--- config.mk ---
export PLATFORM = sky130hd
export DESIGN_NAME = sync_gate_ctrl
export DESIGN_NICKNAME = d
export VERILOG_FILES = /design/src/rtl/sync_gate_ctrl.sv
export SDC_FILE = /design/constraint.sdc
export NUM_CORES = 1
export LEC_CHECK = 0
export BUFFER_PORTS_ARGS = -buffer_cell sky130_fd_sc_hd__buf_4
export CORE_AREA = 4 4 41 43
export DETAILED_ROUTE_END_ITERATION = 8
export DIE_AREA = 0 0 45 47
export GPL_ROUTABILITY_DRIVEN = 0
export PLACE_DENSITY = 0.56
export SYNTH_ARGS = -nofsm -noshare
export SYNTH_HDL_FRONTEND = slang
export SYNTH_SLANG_ARGS = --single-unit
--- constraint.sdc ---
create_clock -name clk -period 1.6 [get_ports clk]
set_input_delay 0.24 -clock clk [delete_from_list [all_inputs] [get_ports clk]]
set_output_delay 0.24 -clock clk [all_outputs]
set_load 0.02 [all_outputs]
--- src/rtl/sync_gate_ctrl.sv ---
module sync_gate_ctrl #(
  parameter int DEAD_CLKS = 3
) (
  input  logic clk,
  input  logic rst_n,
  input  logic cyc_start,
  input  logic pwm_req,
  input  logic cut_req,
  input  logic zc_det,
  input  logic fault,
  input  logic ovp,
  input  logic sink_en,
  output logic hs_on,
  output logic ls_on
);
  localparam int CW = (DEAD_CLKS < 2) ? 1 : $clog2(DEAD_CLKS);
  localparam logic [CW-1:0] CLOAD = CW'(DEAD_CLKS - 1);

  typedef enum logic [2:0] {S_OFF, S_DLH, S_HS, S_DHL, S_LS} st_t;
  st_t st, nx;
  logic [CW-1:0] cnt;
  logic dead_done;

  assign dead_done = (cnt == '0);

  always_comb begin
    nx = st;
    case (st)
      S_OFF:
        if (fault) nx = sink_en ? S_DHL : S_OFF;
        else if (cyc_start && pwm_req) nx = S_DLH;
      S_DLH:
        if (fault) nx = S_DHL;
        else if (dead_done) nx = pwm_req ? S_HS : S_DHL;
      S_HS:
        if (fault || cut_req || !pwm_req) nx = S_DHL;
      S_DHL:
        if (dead_done) nx = (fault && !sink_en) ? S_OFF : S_LS;
      S_LS:
        if (fault) nx = sink_en ? S_LS : S_OFF;
        else if (cyc_start && pwm_req) nx = S_DLH;
        else if (cyc_start && !(sink_en && ovp)) nx = S_OFF;
        else if (!sink_en && zc_det) nx = S_OFF;
      default: nx = S_OFF;
    endcase
  end

  always_ff @(posedge clk) begin
    if (!rst_n) begin
      st  <= S_OFF;
      cnt <= '0;
    end else begin
      st <= nx;
      if (nx != st) cnt <= CLOAD;
      else if (!dead_done) cnt <= cnt - 1'b1;
    end
  end

  assign hs_on = (st == S_HS) && !fault && !cut_req;
  assign ls_on = (st == S_LS);

  p_never_both_r1: assert property (@(posedge clk) disable iff (!rst_n)
    !(hs_on && ls_on));
  p_ls_after_gap_r2: assert property (@(posedge clk) disable iff (!rst_n)
    $fell(hs_on) |=> !ls_on);
  p_hs_after_gap_r2: assert property (@(posedge clk) disable iff (!rst_n)
    $fell(ls_on) |=> !hs_on);
  p_zc_release_r3: assert property (@(posedge clk) disable iff (!rst_n)
    (!sink_en && zc_det && ls_on && !fault) |=> !ls_on);
  p_fault_hs_low_r5: assert property (@(posedge clk) disable iff (!rst_n)
    fault |-> !hs_on);
  p_fault_src_off_r6: assert property (@(posedge clk) disable iff (!rst_n)
    (!sink_en && fault) |=> !ls_on);
  p_fault_sink_hold_r7: assert property (@(posedge clk) disable iff (!rst_n)
    (sink_en && fault && ls_on) |=> ls_on);
  p_ovp_hold_r8: assert property (@(posedge clk) disable iff (!rst_n)
    (sink_en && ovp && ls_on && cyc_start && !pwm_req && !fault) |=> ls_on);
  p_cut_drop_r9: assert property (@(posedge clk) disable iff (!rst_n)
    cut_req |-> !hs_on);
endmodule

# Word-level counts from Yosys, hierarchy flattened
# Cells that the tools add are included.
dict set report word_totals {
  latchBits 0
  word_cells 45
  ff_bits 5
  romBits 0
  input_bits 9
  mem_bits_rw 0
  output_inout_bits 2
  n_memories 0
}
dict set report op_classes {
  n_eq_ne 6
  n_bitwise 1
  n_mul 0
  muxes 17
  n_shift 0
  div 0
  reduce_logical 17
  magnitude_cmp 0
  addsub 1
}
# operator n
set ops {}
lappend ops {{2-to-1 mux 3 bit} 12}
lappend ops {{one-hot mux 3 bit (5 select lines)} 1}
lappend ops {{logical AND 1 bit} 7}
lappend ops {{== test 3 x 2 -> 1 bit (second input constant)} 2}
lappend ops {{2-to-1 mux 2 bit} 3}
lappend ops {{zero test 1 bit} 5}
lappend ops {{== test 3 x 1 -> 1 bit (second input constant)} 1}
lappend ops {{== test 3 bit (second input constant)} 1}
lappend ops {{zero test 3 bit} 1}
lappend ops {{inequality test 3 bit} 1}
lappend ops {{zero test 2 bit} 1}
lappend ops {{logical OR 1 bit} 2}
lappend ops {{inequality test 2 x 1 -> 1 bit (second input constant)} 1}
lappend ops {{OR reduction 2 bit} 1}
lappend ops {{subtractor 2 x 1 -> 2 bit (second input constant)} 1}
lappend ops {{2-to-1 mux 1 bit} 1}
lappend ops {{inverter 1 bit} 1}

# Depth between registers and ports, before layout
# Gate-level depths: netlist of the first run.
dict set report logic_depth {
  ltp_word 9
  mapped_depth 5
  mapped_depth_nobuf 4
}

# Worst setup path after synthesis of the first run
# No wires, ideal clock.
dict set report synth_path {
  path_kind {reg2reg}
  start {register st[2]}
  end {register cnt[1]}
  path_buffers 0
  period_less_slack_ns 1.731
  setup_time_ns 0.122
  t_required_ns 1.478
  stages_incl_launch_ff 4
  t_arrival_ns 1.609
  setup_slack_ns -0.131
  path_cell_list {dfxtp_1 > nor3b_1 > a31oi_1 > o31a_2}
}
dict set report synth_via {
  elab_cells_between_ends 19
  cone_classes {6 x eq/ne; 12 x mux; 1 x reduce/logical}
}
# item line
set synth_rtl {}
lappend synth_rtl {{start: declaration} 20} ;# st_t st, nx;
lappend synth_rtl {{start signal: assignment} 53} ;# st <= nx;
lappend synth_rtl {{== test 3 bit (*)} n/a}
lappend synth_rtl {{via ls_on} 14} ;# output logic ls_on
lappend synth_rtl {{one-hot mux 3 bit (5 select lines) (*)} 28} ;# case (st)
lappend synth_rtl {{inequality test 3 bit (*)} 54} ;# if (nx != st) cnt <= CLOAD;
lappend synth_rtl {{inequality test 2 x 1 -> 1 bit (no line) / 2-to-1 mux 2 bit (equally long branches)} n/a}
lappend synth_rtl {{end signal: assignment} 55} ;# else if (!dead_done) cnt <= cnt - 1'b1;
lappend synth_rtl {{end: declaration} 21} ;# logic [CW-1:0] cnt;
# Mark *: on every way through the listed nets, which the timed path passes. The rest lies on a longest branch.
# A chain may end at the register's enable or synchronous reset.

# Final worst setup path of the first run
dict set report layout_path {
  start {register st[1]}
  end {output port hs_on}
}
dict set report layout_via {
  elab_chain_len 3
}
# item line
set layout_rtl {}
lappend layout_rtl {{== test 3 x 2 -> 1 bit} 59} ;# assign hs_on = (st == S_HS) && !fault && !cut_req;
lappend layout_rtl {{logical AND 1 bit (2 in series)} 59}
lappend layout_rtl {{end: declaration} 13} ;# output logic hs_on,
# Every way passes these cells.

==> results.cfg, run 1 <==
[run_status]
status = completed

[hold_path]
hold_start = rst_n
worstHoldPathType = input port to flop

[synth]
yosysWarnings = 0
synth_area_um2 = 355
avgSynthCellArea_um2 = 7.56
yosysSeqAreaShare = 0.282
ys_types = 24
ys_ff_latch = 5
synth_fp_nets = 56
syn-instance-count = 47

[worst_setup_path]
cp-start-kind = flop
crit_type = flop to primary output
worst_ep_arrival_time_ns = 1.31
startpoint = st[1]
crit-reg2reg-launch = st[2]
cp.required_ns = 1.36
end_kind = primary output
crit_fanout = 7

[cells_and_area]
syn_to_final_growth_pct = 38.0
seqCellArea_um2 = 105
nFillCells = 137
multiInputGateArea_um2 = 243
fin_area_um2 = 490
antenna_cells = 0
final_cell_mix = 11 x buf_4, 4 x inv_1, 4 x o21ai_0
final_common_cell = buf_4
post-route-util = 0.377
fin_nets = 71
drive_gt1_frac = 0.361

[global_routing]
grt_pass1_wl_um = 1460
grt_pass1_vias = 347
grt_overflow = 0
gr-usage-all-layers = 0.0979
grt_max_degree = 11
antenna_found_initial = 0

[route]
vias_per_cell = 5.28
drc = 0
drtAntennaViolNets = 0
vias = 401
firstDrtPassIters = 4
first_iter_violations = 15
drt_wl_total_um = 899
wire_per_inst_um = 11.8

[die]
start_util = 0.273
io_pins = 11
die-width_um = 45
row_count = 13
dieHeight_um = 47
dieArea_um2 = 2120
core_area_um2 = 1300

[power_and_ir_drop]
powerDensity_nw_per_um2 = 927
power.leakage_nw = 0.206
irDropWorstVdd_v = 0.000285
power_w = 0.000454

[placed_design]
dp_hpwl_um = 684
postPlaceCellArea_um2 = 457
pre_cts_slack_ns = 0.0852
port_buffers = 10

[sta]
period_needed_ns = 1.55
fin_setup_tns_ns = 0
rsz0062_at_grt = no
clock_skew_ns = 0.00175
fin_ws_ns = 0.0516
worst_pin_slew_ns = 0.281
finalCritPeriodShare = 0.968
hold_violations = 0
slew_headroom = 0.812
slew_violations = 0
fmax_mhz = 646
finalSetupViolCount = 0

[clock_tree]
clk_pin_slew_ns = 0.05
clockRootBuffer = clkbuf_4
cts_buffers = 3
clock_latency_ns = 0.24
clock_path_buffers = 2
cts_tree = done
cts_sinks = 5
htreeDepth = 1

[flow_run]
drv_cap = 0
-- layout make-up --
cell class | instances | share of cell area
multi-input combinational | 37 | 0.495
sequential | 5 | 0.214
timing repair buffer | 11 | 0.168
clock buffer | 4 | 0.0536
tap | 15 | 0.0383
inverter | 4 | 0.0306
-- state kept, by name, indices dropped and copies added, names as in the netlist --
register,flops
cnt,2
st,3
-- repair_timing --
action                     4_1_cts  5_1_grt
gates resized for setup          1        3
hold endpoints to repair         0        0
buffers inserted                 0        0
setup endpoints to repair        1        1
hold buffers                     0        0
-- metal layers --
layer  share of wire  up-vias  global-route usage
met2            0.46       17               0.150
met3           0.073        2              0.0268
met5               0        -                   0
met1            0.44      181               0.118
li1                -      201                   -
met4           0.020        0              0.0702
-- worst paths after layout --
check / depth (start not counted) / endpoint / slack, ns
worst min register to register: 2 / cnt[0] / 0.47
worst min-delay path: 3 / st[2] / 0.25
worst max register to register: 4 / cnt[1] / 0.14
worst max-delay path: 3 / hs_on / 0.05
-- cell usage after synthesis, drive strengths merged --
cell type / instances / area [um^2]
dfxtp: 5 / 100
inv: 4 / 15.0
o21ai: 4 / 20.0
a21oi: 3 / 15.0
a31oi: 3 / 18.8
nand2: 3 / 11.3
nand2b: 3 / 18.8
nor2: 3 / 11.3
nor3b: 3 / 22.5
and2: 2 / 12.5
a211o: 1 / 10.0
a2bb2oi: 1 / 8.76
a311oi: 1 / 8.76
a32oi: 1 / 8.76
and3b: 1 / 8.76
buf: 1 / 5.00
nand3b: 1 / 7.51
nor2b: 1 / 6.26
nor3: 1 / 5.00
nor4: 1 / 6.26
o21ba: 1 / 10.0
o31a: 1 / 10.0
or2: 1 / 6.26
or3b: 1 / 8.76
-- through the flow --
step                      hold slack (ns)  instances
after CTS                           0.240         76
after global placement              0.479         72
after floorplan                     0.356         47
after detailed placement            0.462         72
after global routing                0.251         76
final                               0.249         76
-- power by group --
part	switching (W)	internal, W
clock	0.0000547	0.0000945
combinational	0.0000636	0.0000743
sequential	0.0000220	0.000145
total	0.000140	0.000314
-- worst max-delay path, stage by stage, from the launching register on --
cell and delay (ns):
dfxtp_4 0.37, or3b_4 0.38, nor3_1 0.14, buf_4 0.17
-- cells by family (layout without fill, tap and decap cells) --
family / count (synthesis) / count (layout) / synth area share
and+or+nand+nor: 21 / 21 / 0.352
buffers and inverters: 5 / 19 / 0.0563
AOI/OAI and AO/OA: 16 / 16 / 0.310
DFF: 5 / 5 / 0.282
Note: power is estimated with default switching activity, not from simulation.
==> run 2, diff against run 1 <==
Clock period 1.6 ns to 1.9 ns, I/O delays scaled along.
==> run 2 against run 1 <==
Clock power down 18%. Sequential power is 17% lower. Worst hold slack improved by 0.054 ns. Wire length fell by 9.0%. Final area shrank 4.1%. Count of clock-buffer cells in the layout unchanged. Non-clock buffer count fell by 1. Critical path type unchanged. Highest routed layer is now met3.
==> results.cfg, run 2 (synthesis results as in run 1) <==
[run_status]
status = completed

[cells_and_area]
post-route-util = 0.362
syn_to_final_growth_pct = 32.4
nFillCells = 151
stdcell_count = 75
top_regs = st (3), cnt (2)
antenna_cells = 0
drive_gt1_frac = 0.283
seqCellArea_um2 = 100
fin_nets = 70
largest_reg_flops = 3
final_cell_mix = 10 x buf_4, 5 x dfxtp_1, 4 x inv_1, 4 x o21ai_0
largest-register = st
final_common_cell = buf_4
multiInputGateArea_um2 = 235

[route]
drt_wl_total_um = 818
wl_met3_um = 42
vias_per_cell = 4.92
firstDrtPassIters = 4
vias = 369
drtAntennaViolNets = 0
highest-signal-layer = met3
first_iter_violations = 6
drc = 0
met2WireLength_um = 394
wire_per_inst_um = 10.9
wl_met1_um = 381

[clock_tree]
clock_path_buffers = 2
cts_setup_buffers = 0
cts_tree = done
clk_pin_slew_ns = 0.04
postCtsResizedCells = 0
cts_buffers = 3
clockRootBuffer = clkbuf_4
htreeDepth = 1
clock_latency_ns = 0.24
postCtsHoldBufs = 0
cts_sinks = 5

[sta]
slew_headroom = 0.733
fmax_mhz = 609
worst_pin_slew_ns = 0.400
period_needed_ns = 1.64
finalCritPeriodShare = 0.864
slew_violations = 0
hold_violations = 0
fin_ws_ns = 0.259
clock_skew_ns = 0.000310
fin_setup_tns_ns = 0
rsz0062_at_grt = no
finalSetupViolCount = 0

[power_and_ir_drop]
p_seq_frac = 0.377
power_frac_clock = 0.335
irDropWorstVdd_v = 0.000452
power.leakage_nw = 0.196
switchingPower_w = 0.000110
swShare = 0.302
powerDensity_nw_per_um2 = 777
combPwrFrac = 0.288
p_int_w = 0.000255

[global_routing]
grt_pass1_vias = 349
grt_max_degree = 11
antenna_found_initial = 0
gr-usage-all-layers = 0.102
grt_pass1_wl_um = 1530
grt_overflow = 0

[placed_design]
dp_hpwl_um = 657
pre_cts_slack_ns = 0.367
port_buffers = 10
dp_cells = 71

[worst_setup_path]
worst_ep_arrival_time_ns = 1.36
cp.required_ns = 1.62
end_kind = primary output
crit_fanout = 7
cp-start-kind = flop
crit_type = flop to primary output

[die]
start_util = 0.273
die-width_um = 45
io_pins = 11
core_area_um2 = 1300
dieArea_um2 = 2120
row_count = 13
dieHeight_um = 47

[hold_path]
worstHoldPathType = input port to flop

[flow_run]
drv_cap = 0
run 2: cell types whose count changed in the layout (fill, tap and decap cells not counted), sizes merged:
cell  delta
buf      -1
run 2: power groups by stage:
stage,clock [W],combinational (W),sequential [W]
global placement,0,0.000107,0.000140
floorplan,0,0.0000770,0.000134
CTS,0.000129,0.000106,0.000138
global route,0.000135,0.000119,0.000143
detailed placement,0,0.000105,0.000139
finish,0.000122,0.000105,0.000138
run 2: cell type report:
cell class,count,share of cell area
Clock buffer,4,0.0559
Inverter,4,0.0319
Multi-Input combinational cell,37,0.500
Timing Repair Buffer,10,0.160
Sequential cell,5,0.213
Tap cell,15,0.0399
run 2: metal layers:
layer,GRT usage,vias to the layer above
met1,0.128,161
met3,0.0690,0
met5,0,-
met4,0.0175,0
li1,-,202
met2,0.147,6
run 2: worst paths after layout:
| check | end | slack (ns) | cells past startpoint | from |
|---|---|---|---|---|
| worst min register to register | cnt[0] | 0.47 | 1 | cnt[0] |
| worst max register to register | cnt[1] | 0.41 | 4 | st[0] |
| worst max-delay path | hs_on | 0.26 | 3 | st[1] |
| worst min-delay path | st[2] | 0.30 | 3 | rst_n |
run 2: worst max-delay path, stage by stage, from the launching register on:
cell and delay (ns):
dfxtp_1 0.41, or3b_1 0.40, nor3_1 0.14, buf_4 0.17
run 2: stage by stage:
stage / area, um^2 / power [W] / hold slack [ns]
after global routing: 470 / 0.000398 / 0.304
after floorplan: 355 / 0.000211 / 0.401
after detailed placement: 444 / 0.000245 / 0.464
after CTS: 470 / 0.000373 / 0.291
final: 470 / 0.000365 / 0.302
after global placement: 444 / 0.000247 / 0.464
==> run 3, diff against run 2 <==
Settings changed: ABC_AREA from default to 1, CORE_AREA 4 4 41 43 to default, CORE_MARGIN from default to 4, CORE_UTILIZATION from default to 30, DIE_AREA 0 0 45 47 to default, MAX_ROUTING_LAYER from default to met4, PLACE_DENSITY 0.56 to 0.59.
==> run 3 against run 2 <==
Utilization rose by 4.8 points. Combinational power grew to 4.3 times the previous value. Synthesized cell count is 64% higher. Via count up 32%. Sequential share of layout area down 3.4 points. Clock skew is 0.0034 ns higher. Critical path depth up 2. Critical endpoint unchanged.
==> results.cfg, run 3 <==
[synth]
syn-instance-count = 77
synthMuxAreaShare = 0
ys_async_sr_fraction = 0
ys_types = 19
avgSynthCellArea_um2 = 6.00
synth_top_family_by_area = simple AND/OR/NAND/NOR gates
yosysSeqAreaShare = 0.217
synth-simple-area-share = 0.591
yosys.area.top_type = dfxtp_1
synthTopCellsByArea = dfxtp_1 22%, nand2_1 15%, nand3_1 9.8%, nor2_2 8.1%, inv_1 6.5%
synth_top_area_frac = 0.217
synth_area_um2 = 462
synthTopCellsByCount = 19 x nand2_1, 9 x nand3_1, 8 x inv_1
yosys.area_share.adder = 0
yosysWarnings = 0
synth_edf_count = 0
synth_fp_nets = 86
synthXorXnorAreaFrac = 0
synth_compound_area_frac = 0.0461
ys.flop_type = dfxtp_1
yosysMostFrequentCell = nand2_1
ys_ff_latch = 5

[sta]
fin_setup_tns_ns = 0
hold_violations = 0
fmax_mhz = 611
period_needed_ns = 1.64
worst_pin_slew_ns = 0.399
clock_skew_ns = 0.00370
slew_violations = 0
slew_headroom = 0.731
finalCritPeriodShare = 0.861
finalSetupViolCount = 0
rsz0062_at_grt = no

[placed_design]
dp_hpwl_um = 837
postPlaceCellArea_um2 = 533
port_buffers = 10

[cells_and_area]
final_common_cell = nand2_1
fin_area_um2 = 559
antenna_cells = 0
top_regs = st (3), cnt (2)
largest_reg_flops = 3
fin_nets = 99
final_cell_mix = 19 x nand2_1, 10 x buf_4, 9 x nand3_1
drive_gt1_frac = 0.326
syn_to_final_growth_pct = 21.1
largest-register = st
nFillCells = 164

[worst_setup_path]
rr_worst_depth = 6
rrSetupSlack_ns = 0.46
crit-reg2reg-launch = st[1]
crit_fanout = 8
rr_endpoint = cnt[1]
crit_type = flop to primary output
cp-start-kind = flop
cp.required_ns = 1.62
end_kind = primary output
worst_ep_arrival_time_ns = 1.35

[route]
drtAntennaViolNets = 0
first_iter_violations = 11
vias_per_cell = 4.69
vias = 488
firstDrtPassIters = 3
drt_wl_total_um = 1000
wire_per_inst_um = 9.62
drc = 0

[power_and_ir_drop]
powerDensity_nw_per_um2 = 1440
irDropWorstVdd_v = 0.000934
power_w = 0.000806
power.leakage_nw = 0.284

[run_status]
status = completed

[die]
dieArea_um2 = 2230
start_util = 0.338
core_area_um2 = 1370
row_count = 13
io_pins = 11
die-width_um = 47.2
dieHeight_um = 47.2

[global_routing]
gr-usage-all-layers = 0.109
grt_overflow = 0
grt_pass1_wl_um = 1610
antenna_found_initial = 0
grt_pass1_vias = 371
grt_max_degree = 9

[clock_tree]
cts_tree = done
htreeDepth = 1
clockRootBuffer = clkbuf_4
clk_pin_slew_ns = 0.04
cts_buffers = 3
postCtsHoldBufs = 0
postCtsResizedCells = 0
cts_setup_buffers = 0
cts_sinks = 5
clock_path_buffers = 2
clock_latency_ns = 0.24

[hold_path]
worstHoldPathType = input port to flop
hold_depth = 3
hold_start = rst_n
min_to = cnt[1]

[flow_run]
drv_cap = 0
==> run 3: cell types whose count changed after synthesis, moves of 3 or more <==
cell and change:
nand3_1 +9, nor3b_1 -3, inv_2 +4, o21ai_0 -4
nand2b_1 -3, nand4_1 +3, nor2_1 +4, nand2_2 +3
inv_1 +4, nor2_2 +6, nand2_1 +16
==> run 3: worst max-delay path, cell delays in order (launching register included) <==
cell	delay [ns]
dfxtp_1	0.55
nand2_2	0.09
nor2_2	0.13
inv_2	0.05
nor3_1	0.13
buf_4	0.17
==> run 3: stage by stage <==
stage                     worst slack (ns)  hold slack (ns)  std cells   util
after floorplan                      0.521            0.383         77      -
after detailed placement             0.461            0.480        100  0.390
after CTS                            0.257            0.254        104  0.409
after global placement               0.460            0.479        100  0.390
after global routing                 0.205            0.269        104  0.409
final                                0.263            0.258        104  0.409
==> run 3: cell type report <==
type / instances / area [um^2] / share of cell area
multi-input cells: 58 / 294 / 0.526
flip-flops and latches: 5 / 100 / 0.179
repair buffers: 10 / 75.1 / 0.134
inverters: 12 / 45.0 / 0.0805
clock buffers: 4 / 26.3 / 0.0470
well taps: 15 / 18.8 / 0.0336
==> run 3: layer usage <==
metal	wire length, um	up-vias	global-route usage
met5	0	-	-
met3	59	2	0.0230
li1	-	269	-
met4	10	0	0.0829
met1	481	208	0.142
met2	449	9	0.144
==> run 3: worst max path at each step <==
| stage | start | slack [ns] | endpoint |
|---|---|---|---|
| floorplan | st[1] | 0.52 | hs_on |
| global placement | st[1] | 0.46 | cnt[1] |
| detailed placement | st[0] | 0.46 | cnt[1] |
| CTS | st[1] | 0.26 | hs_on |
| global route | st[1] | 0.20 | hs_on |
| finish | st[1] | 0.26 | hs_on |
==> run 3: power breakdown <==
group / total [W] / switching [W] / internal (W)
combinational: 0.000455 / 0.000272 / 0.000183
clock: 0.000121 / 0.0000417 / 0.0000793
sequential: 0.000230 / 0.0000827 / 0.000147
==> run 3: kinds of logic (layout without fill, tap and decap cells) <==
| logic type | Yosys count | after routing |
|---|---|---|
| simple gates | 54 | 54 |
| flops | 5 | 5 |
| buf+inv | 14 | 26 |
| compound gates | 4 | 4 |
